$ cat src/rtl/dwr_pkg.sv
package dwr_pkg;
  localparam int REG_W   = 32;
  localparam int CTRL_IX = 0;
  localparam int STAT_IX = 1;
  localparam int BASE_IX = 2;
  localparam int OFF_IX  = 8;
  localparam int EN_BIT  = 22;
  localparam int CNT_LSB = 15;

  typedef enum logic {ST_IDLE, ST_RUN} run_st_t;
endpackage

$ cat src/rtl/dwr_regs.sv
module dwr_regs
  import dwr_pkg::*;
#(
  parameter int NW     = 8,
  parameter int IDX_W  = 5,
  parameter int CSR_AW = 5
) (
  input  logic                 clk,
  input  logic                 rst_n,
  input  logic                 csr_we,
  input  logic [CSR_AW-1:0]    csr_addr,
  input  logic [REG_W-1:0]     csr_wdata,
  output logic [REG_W-1:0]     csr_rdata,
  input  logic                 busy,
  input  logic                 done_set,
  output logic [REG_W-1:0]     base,
  output logic [NW*REG_W-1:0]  off_flat,
  output logic [NW*REG_W-1:0]  dat_flat,
  output logic                 en,
  output logic [IDX_W-1:0]     cnt,
  output logic                 done_flag
);
  localparam int DAT_IX = OFF_IX + NW;

  logic wr_ctrl, wr_stat, wr_base;
  logic done_nxt;

  assign wr_ctrl = csr_we && (csr_addr == CSR_AW'(CTRL_IX));
  assign wr_stat = csr_we && (csr_addr == CSR_AW'(STAT_IX));
  assign wr_base = csr_we && (csr_addr == CSR_AW'(BASE_IX));

  always_ff @(posedge clk or negedge rst_n) begin
    if (!rst_n) begin
      en  <= 1'b0;
      cnt <= '0;
    end else if (wr_ctrl) begin
      en  <= csr_wdata[EN_BIT];
      cnt <= csr_wdata[CNT_LSB +: IDX_W];
    end
  end

  always_ff @(posedge clk or negedge rst_n) begin
    if (!rst_n) begin
      base <= '0;
    end else if (wr_base) begin
      base <= csr_wdata;
    end
  end

  for (genvar g = 0; g < NW; g++) begin : g_word
    logic hit_off, hit_dat;
    logic [REG_W-1:0] off_r, dat_r;

    assign hit_off = csr_we && (csr_addr == CSR_AW'(OFF_IX + g));
    assign hit_dat = csr_we && (csr_addr == CSR_AW'(DAT_IX + g));

    always_ff @(posedge clk or negedge rst_n) begin
      if (!rst_n) begin
        off_r <= '0;
      end else if (hit_off) begin
        off_r <= csr_wdata;
      end
    end

    always_ff @(posedge clk or negedge rst_n) begin
      if (!rst_n) begin
        dat_r <= '0;
      end else if (hit_dat) begin
        dat_r <= csr_wdata;
      end
    end

    assign off_flat[g*REG_W +: REG_W] = off_r;
    assign dat_flat[g*REG_W +: REG_W] = dat_r;
  end

  // set from the sequencer takes priority over a software clear
  always_comb begin
    done_nxt = done_flag;
    if (wr_stat && csr_wdata[1]) done_nxt = 1'b0;
    if (done_set)                done_nxt = 1'b1;
  end

  always_ff @(posedge clk or negedge rst_n) begin
    if (!rst_n) begin
      done_flag <= 1'b0;
    end else begin
      done_flag <= done_nxt;
    end
  end

  always_comb begin
    csr_rdata = '0;
    if (csr_addr == CSR_AW'(CTRL_IX)) begin
      csr_rdata[EN_BIT]              = en;
      csr_rdata[CNT_LSB +: IDX_W]    = cnt;
    end
    if (csr_addr == CSR_AW'(STAT_IX)) begin
      csr_rdata[0] = busy;
      csr_rdata[1] = done_flag;
    end
    if (csr_addr == CSR_AW'(BASE_IX)) csr_rdata = base;
    for (int i = 0; i < NW; i++) begin
      if (csr_addr == CSR_AW'(OFF_IX + i)) csr_rdata = off_flat[i*REG_W +: REG_W];
      if (csr_addr == CSR_AW'(DAT_IX + i)) csr_rdata = dat_flat[i*REG_W +: REG_W];
    end
  end
endmodule

$ cat src/rtl/dwr_pick.sv
module dwr_pick
  import dwr_pkg::*;
#(
  parameter int NW    = 8,
  parameter int DW    = 8,
  parameter int IDX_W = 5
) (
  input  logic [NW*REG_W-1:0] flat,
  input  logic [IDX_W-1:0]    idx,
  output logic [DW-1:0]       sel
);
  localparam int NE = NW * (REG_W / DW);

  logic [DW-1:0] ent [NE];

  for (genvar g = 0; g < NE; g++) begin : g_ent
    assign ent[g] = flat[g*DW +: DW];
  end

  assign sel = ent[idx];
endmodule

$ cat src/rtl/dwr_ctl.sv
module dwr_ctl
  import dwr_pkg::*;
#(
  parameter int AW    = 32,
  parameter int DW    = 8,
  parameter int IDX_W = 5
) (
  input  logic             clk,
  input  logic             rst_n,
  input  logic             start,
  input  logic [IDX_W-1:0] cnt_cfg,
  input  logic [AW-1:0]    ent_addr,
  input  logic [DW-1:0]    ent_data,
  output logic [IDX_W-1:0] look_idx,
  input  logic             wr_ready,
  output logic             wr_valid,
  output logic [AW-1:0]    wr_addr,
  output logic [DW-1:0]    wr_data,
  output logic             busy,
  output logic             done_set
);
  run_st_t          st_q, st_n;
  logic [IDX_W-1:0] idx_q, idx_n;
  logic [IDX_W-1:0] last_q, last_n;
  logic [AW-1:0]    addr_n;
  logic [DW-1:0]    data_n;
  logic             ld_out;

  assign busy     = (st_q == ST_RUN);
  assign wr_valid = busy;
  assign look_idx = busy ? idx_q + IDX_W'(1) : '0;

  always_comb begin
    st_n     = st_q;
    idx_n    = idx_q;
    last_n   = last_q;
    addr_n   = wr_addr;
    data_n   = wr_data;
    ld_out   = 1'b0;
    done_set = 1'b0;
    unique case (st_q)
      ST_IDLE: begin
        if (start) begin
          st_n   = ST_RUN;
          idx_n  = '0;
          last_n = cnt_cfg;
          addr_n = ent_addr;
          data_n = ent_data;
          ld_out = 1'b1;
        end
      end
      ST_RUN: begin
        if (wr_ready) begin
          if (idx_q == last_q) begin
            st_n     = ST_IDLE;
            done_set = 1'b1;
          end else begin
            idx_n  = idx_q + IDX_W'(1);
            addr_n = ent_addr;
            data_n = ent_data;
            ld_out = 1'b1;
          end
        end
      end
      default: st_n = ST_IDLE;
    endcase
  end

  always_ff @(posedge clk or negedge rst_n) begin
    if (!rst_n) begin
      st_q   <= ST_IDLE;
      idx_q  <= '0;
      last_q <= '0;
    end else begin
      st_q   <= st_n;
      idx_q  <= idx_n;
      last_q <= last_n;
    end
  end

  always_ff @(posedge clk or negedge rst_n) begin
    if (!rst_n) begin
      wr_addr <= '0;
      wr_data <= '0;
    end else if (ld_out) begin
      wr_addr <= addr_n;
      wr_data <= data_n;
    end
  end
endmodule

$ cat src/rtl/detect_write_replay.sv
module detect_write_replay
  import dwr_pkg::*;
#(
  parameter int ADDR_W  = 32,
  parameter int DATA_W  = 8,
  parameter int N_WORDS = 8,
  parameter int CSR_AW  = 5
) (
  input  logic              clk,
  input  logic              rst_n,
  input  logic              detect,
  input  logic              csr_we,
  input  logic [CSR_AW-1:0] csr_addr,
  input  logic [31:0]       csr_wdata,
  output logic [31:0]       csr_rdata,
  output logic              wr_valid,
  input  logic              wr_ready,
  output logic [ADDR_W-1:0] wr_addr,
  output logic [DATA_W-1:0] wr_data
);
  localparam int N_ENT = N_WORDS * (REG_W / DATA_W);
  localparam int IDX_W = $clog2(N_ENT);

  logic [1:0]             rst_pipe;
  logic                   rst_n_int;
  logic                   det_q;
  logic                   start;
  logic                   busy;
  logic                   done_set;
  logic                   done_flag;
  logic                   ctrl_en;
  logic [IDX_W-1:0]       ctrl_cnt;
  logic [REG_W-1:0]       base;
  logic [N_WORDS*REG_W-1:0] off_flat, dat_flat;
  logic [IDX_W-1:0]       look_idx;
  logic [DATA_W-1:0]      off_byte, dat_byte;
  logic [ADDR_W-1:0]      ent_addr;

  always_ff @(posedge clk or negedge rst_n) begin
    if (!rst_n) begin
      rst_pipe <= 2'b00;
    end else begin
      rst_pipe <= {rst_pipe[0], 1'b1};
    end
  end
  assign rst_n_int = rst_pipe[1];

  always_ff @(posedge clk or negedge rst_n_int) begin
    if (!rst_n_int) begin
      det_q <= 1'b0;
    end else begin
      det_q <= detect;
    end
  end

  assign start = detect && !det_q && ctrl_en && !busy;

  dwr_regs #(.NW(N_WORDS), .IDX_W(IDX_W), .CSR_AW(CSR_AW)) u_regs (
    .clk       (clk),
    .rst_n     (rst_n_int),
    .csr_we    (csr_we),
    .csr_addr  (csr_addr),
    .csr_wdata (csr_wdata),
    .csr_rdata (csr_rdata),
    .busy      (busy),
    .done_set  (done_set),
    .base      (base),
    .off_flat  (off_flat),
    .dat_flat  (dat_flat),
    .en        (ctrl_en),
    .cnt       (ctrl_cnt),
    .done_flag (done_flag)
  );

  dwr_pick #(.NW(N_WORDS), .DW(DATA_W), .IDX_W(IDX_W)) u_pick_off (
    .flat (off_flat),
    .idx  (look_idx),
    .sel  (off_byte)
  );

  dwr_pick #(.NW(N_WORDS), .DW(DATA_W), .IDX_W(IDX_W)) u_pick_dat (
    .flat (dat_flat),
    .idx  (look_idx),
    .sel  (dat_byte)
  );

  assign ent_addr = ADDR_W'(base) + ADDR_W'(off_byte);

  dwr_ctl #(.AW(ADDR_W), .DW(DATA_W), .IDX_W(IDX_W)) u_ctl (
    .clk      (clk),
    .rst_n    (rst_n_int),
    .start    (start),
    .cnt_cfg  (ctrl_cnt),
    .ent_addr (ent_addr),
    .ent_data (dat_byte),
    .look_idx (look_idx),
    .wr_ready (wr_ready),
    .wr_valid (wr_valid),
    .wr_addr  (wr_addr),
    .wr_data  (wr_data),
    .busy     (busy),
    .done_set (done_set)
  );
endmodule

$ cat config.mk
export PLATFORM = sky130hd
export DESIGN_NAME = detect_write_replay
export DESIGN_NICKNAME = d
export VERILOG_FILES = /design/src/rtl/dwr_pkg.sv /design/src/rtl/dwr_regs.sv /design/src/rtl/dwr_pick.sv /design/src/rtl/dwr_ctl.sv /design/src/rtl/detect_write_replay.sv
export SDC_FILE = /design/constraint.sdc
export NUM_CORES = 1
export LEC_CHECK = 0
export ABC_CLOCK_PERIOD_IN_PS = 20000
export BUFFER_PORTS_ARGS = -buffer_cell sky130_fd_sc_hd__buf_2
export CORE_MARGIN = 2
export CORE_UTILIZATION = 50
export DETAILED_ROUTE_END_ITERATION = 8
export GPL_TIMING_DRIVEN = 0
export PLACE_DENSITY = 0.65
export SLEW_MARGIN = 25
export SYNTH_ARGS = -nofsm -noshare
export SYNTH_HDL_FRONTEND = slang
export SYNTH_SLANG_ARGS = --single-unit
$ cat constraint.sdc
create_clock -name clk -period 20 [get_ports clk]
set_input_delay 1 -clock clk [delete_from_list [all_inputs] [get_ports clk]]
set_output_delay 1 -clock clk [all_outputs]
set_load 0.005 [all_outputs]
==> summary.md <==
| Metric | Value |
|---|---|
| Post-CTS setup buffers | `0` |
| Seq. cell area | `between 15000 and 20000 um^2` |
| EDFF count, synth | `0` |
| DRT Pass-1 Iters | `8` |
| Layout cells sized above 1 | `0.3026` |
| Setup violators final | `0` |
| Post-route DRC | `0` |
| Synth area leader | `dfrtp_1` |
| Initial antenna violation count | `13` |
| Top layer reached by signal wires | `met5` |
| Syn_area_per_cell | `~11 um^2` |
| GRT Util Overall | `0.4855` |
| Worst-Margin Slew | `1.262 ns` |
| Die H | `258.5 um` |
| GPL Wtd Cong | `about 1.1` |
| Vias in the first global route | `28020` |
| Distinct cells, synth | `75` |
| Kind of critical path | `reg -> reg` |
| Hold buffers post-CTS | `0` |
| Leak | `~16 nW` |
| Multi-input gate area | `16050 um^2` |
| CTS Sinks | `605` |
| Asr flop ratio synth | `1.000` |
| Final WL | `163000 um` |
| Seq/Total Area, Yosys | `0.4673` |
| Post-CTS sizing | `0` |
| R2r endpoint | `u_ctl.wr_addr[25]$_DFFE_PN0P_` |
| CP max FO | `10` |
| RSZ-0062 raised after global routing | `no` |
| Startpoint Class | `flop` |
| Maximum capacitance violations | `0` |
| GRT Residual Overflow | `0` |
| Initial core utilization | `0.5043` |
| CTS H-tree lvls | `3` |
| Synthesized cell area | `32390 um^2` |
| Num ports | `115` |
| Fill cells | `5602` |
| Most frequent cell after synthesis | `dfrtp_1` |
| Period utilization | `0.3402` |
| Most frequent cells after synthesis | `605 x dfrtp_1, 563 x mux2_2, 284 x nand2_1` |
| CTS Buf Count | `70` |
| Cell Pwr Density | `about 120 nW/um^2` |
| Final ANT Viol Nets | `0` |
| Metal3 WL | `21340 um` |
| Hold Path Class | `in -> async` |
| Max Clk Rate | `between 100 and 150 MHz` |
| Slew Viols, Final | `0` |
| Synth Register Bits | `605` |
| Post-Syn Instances | `2896` |
| Reg2Reg Setup Slack | `13.20 ns` |
| Cell count of the worst reg-to-reg path | `17` |
| CTS tree | `done` |
| Metal2 WL | `67800 um` |
| Final instance area | `36800 um^2` |
| Slew headroom | `0.1588` |
| IO Port Bufs | `about 110` |
| Clock-pin transition on the worst setup and hold timing paths | `0.06 ns` |
| Final Hold Viols | `0` |
| Syn nets | `2948` |
| Via-to-Cell Ratio | `7.292` |
| Global-route wire length before repair | `223600 um` |
| Synth top area share | `0.4673` |
| Crit path capture type | `flop` |
| Clock skew after layout | `approximately 0.028 ns` |
| Die X | `258.5 um` |
| Crit path time final | `a little under 7 ns` |
| Clock root buffer | `clkbuf_16` |
| Skew-Pair Late Insertion Delay | `between 0.6 and 0.7 ns` |
| Top cells by area, synth | `dfrtp_1 47%, mux2_2 20%, nand2_1 3.3%` |
| Core area | `64230 um^2` |
| Vias post-DR | `slightly below 30000` |
| Met1 Wirelength | `60090 um` |
| Worst reg2reg path startpoint | `u_ctl.idx_q[1]$_DFFE_PN0P_` |
| Placement-stage cell area | `34380 um^2` |
| Area Overhead vs Synth | `13.59%` |
| Ys flop type | `dfrtp_1` |
| Synth Warn # | `0` |
| Die area | `~67000 um^2` |
| Layout net count | `3146` |
| Peak VDD IR | `about 0.086 mV` |
| Largest net degree at the start of global routing | `58` |
| Clk buf depth | `3` |
| CP Data Arrival Time | `7.31 ns` |
| Setup tns final | `0 ns` |
| DR iter-0 viols | `4818` |
| Row count | `a little over 90` |
| Critical Path RT | `20.50 ns` |
| Status | `finished clean` |
| Detailed placer's ending HPWL | `127200 um` |
| Average wire per standard cell | `a little over 40 um` |
[metrics by stage]
step,hold slack [ns],worst slack (ns),util,power [mW],std cells
after floorplan,0.3312,1.888,-,2.356,2896
after global placement,0.3401,-4.821,0.5297,2.907,3863
after detailed placement,0.3380,13.67,0.5352,2.952,3876
after CTS,0.1375,13.65,0.5722,4.288,4003
after global routing,0.1327,13.33,0.5727,4.470,4004
final,0.1366,13.20,0.5729,4.379,4009
[critical path, cell delays in order, from the launching register on]
cell and delay [ns]:
dfrtp_1 0.54, ha_1 0.29, xor2_2 0.62, and2_1 0.33, buf_4 0.25, buf_8 0.27
buf_6 0.30, mux2i_1 0.57, o22ai_1 0.19, a211oi_1 0.57, o211ai_1 0.52, ha_1 0.41
or3_1 0.44, o41a_1 0.52, clkbuf_1 0.35, nand4_1 0.21, xor2_1 0.16, o21ai_0 0.09
[layer usage]
metal / GRT usage / vias to the layer above
li1: - / 11280
met1: 0.6159 / 14870
met2: 0.6887 / 2483
met3: 0.1763 / 597
met4: 0.3399 / 4
met5: 0 / -
[flip-flops by register name (all words and copies together) (netlist names)]
signal,flops
det_q,1
rst_pipe,2
u_ctl.busy,1
u_ctl.idx_q,5
u_ctl.last_q,5
u_ctl.wr_addr,32
u_ctl.wr_data,8
u_regs.base,32
u_regs.cnt,5
u_regs.done_flag,1
u_regs.en,1
u_regs.g_word.dat_r,256
u_regs.g_word.off_r,256
[report_power, final]
group	internal (mW)	total, mW	switching (mW)
logic	0.472	1.25	0.776
registers	1.48	1.77	0.289
clock network	0.796	1.36	0.563
total	2.75	4.38	1.63
[how the worst max path moves through the flow]
| stage | start | to | slack [ns] | cells past startpoint |
|---|---|---|---|---|
| floorplan | rst_pipe[1]$_DFF_PN0_ | det_q$_DFF_PN0_ | 1.89 | 0 |
| global placement | rst_pipe[1]$_DFF_PN0_ | u_ctl.wr_addr[4]$_DFFE_PN0P_ | -4.82 | 0 |
| detailed placement | u_ctl.busy$_DFF_PN0_ | u_ctl.wr_addr[30]$_DFFE_PN0P_ | 13.67 | 16 |
| CTS | u_ctl.busy$_DFF_PN0_ | u_ctl.wr_addr[30]$_DFFE_PN0P_ | 13.65 | 16 |
| global route | u_ctl.busy$_DFF_PN0_ | u_ctl.wr_addr[30]$_DFFE_PN0P_ | 13.33 | 16 |
| finish | u_ctl.idx_q[1]$_DFFE_PN0P_ | u_ctl.wr_addr[25]$_DFFE_PN0P_ | 13.20 | 17 |
[logic make-up (layout without fill, tap and decap cells)]
| group | after synthesis | in the layout | share of synthesized area |
|---|---|---|---|
| mux | 671 | 671 | 0.2455 |
| fa+ha+maj | 10 | 10 | 0.004094 |
| xor+xnor | 36 | 36 | 0.009965 |
| flops | 605 | 605 | 0.4673 |
| buf+inv | 288 | 541 | 0.03858 |
| simple gates | 566 | 566 | 0.08034 |
| other cells | 1 | 6 | 0.0001158 |
| compound gates | 719 | 719 | 0.1540 |
[cell usage in the layout (no fill, tap or decap), drive strengths merged, types with 10 or more instances in the layout]
cell type,netlist,final
dfrtp,605,605
mux2,569,569
nand2,286,286
buf,129,255
clkbuf,135,234
a21oi,103,103
o21ai,101,101
o22ai,91,91
a22oi,73,73
nor2,73,73
mux2i,60,60
a211oi,57,57
a31oi,55,55
nand3,53,53
nor2b,44,44
mux4,42,42
a221oi,40,40
a21o,32,32
xor2,28,28
nor3,28,28
inv,24,24
o221ai,23,23
a22o,21,21
o2bb2ai,19,19
clkinv,0,17
a311oi,16,16
and3,15,15
nand4,15,15
and2,14,14
a221o,12,12
o21a,11,11
nand2b,10,10
a32o,10,10
[cell type report]
class                           instances  area share
Buffer                                264     0.03159
Timing Repair Buffer                  126     0.02414
Multi-Input combinational cell       2003      0.4363
Clock buffer                           99     0.05471
Inverter                               24    0.002448
Antenna cell                            5   0.0003400
Tap cell                              855     0.02907
Sequential cell                       605      0.4115
Clock inverter                         28    0.009861
No activity file was read; power rests on OpenSTA's default activity.
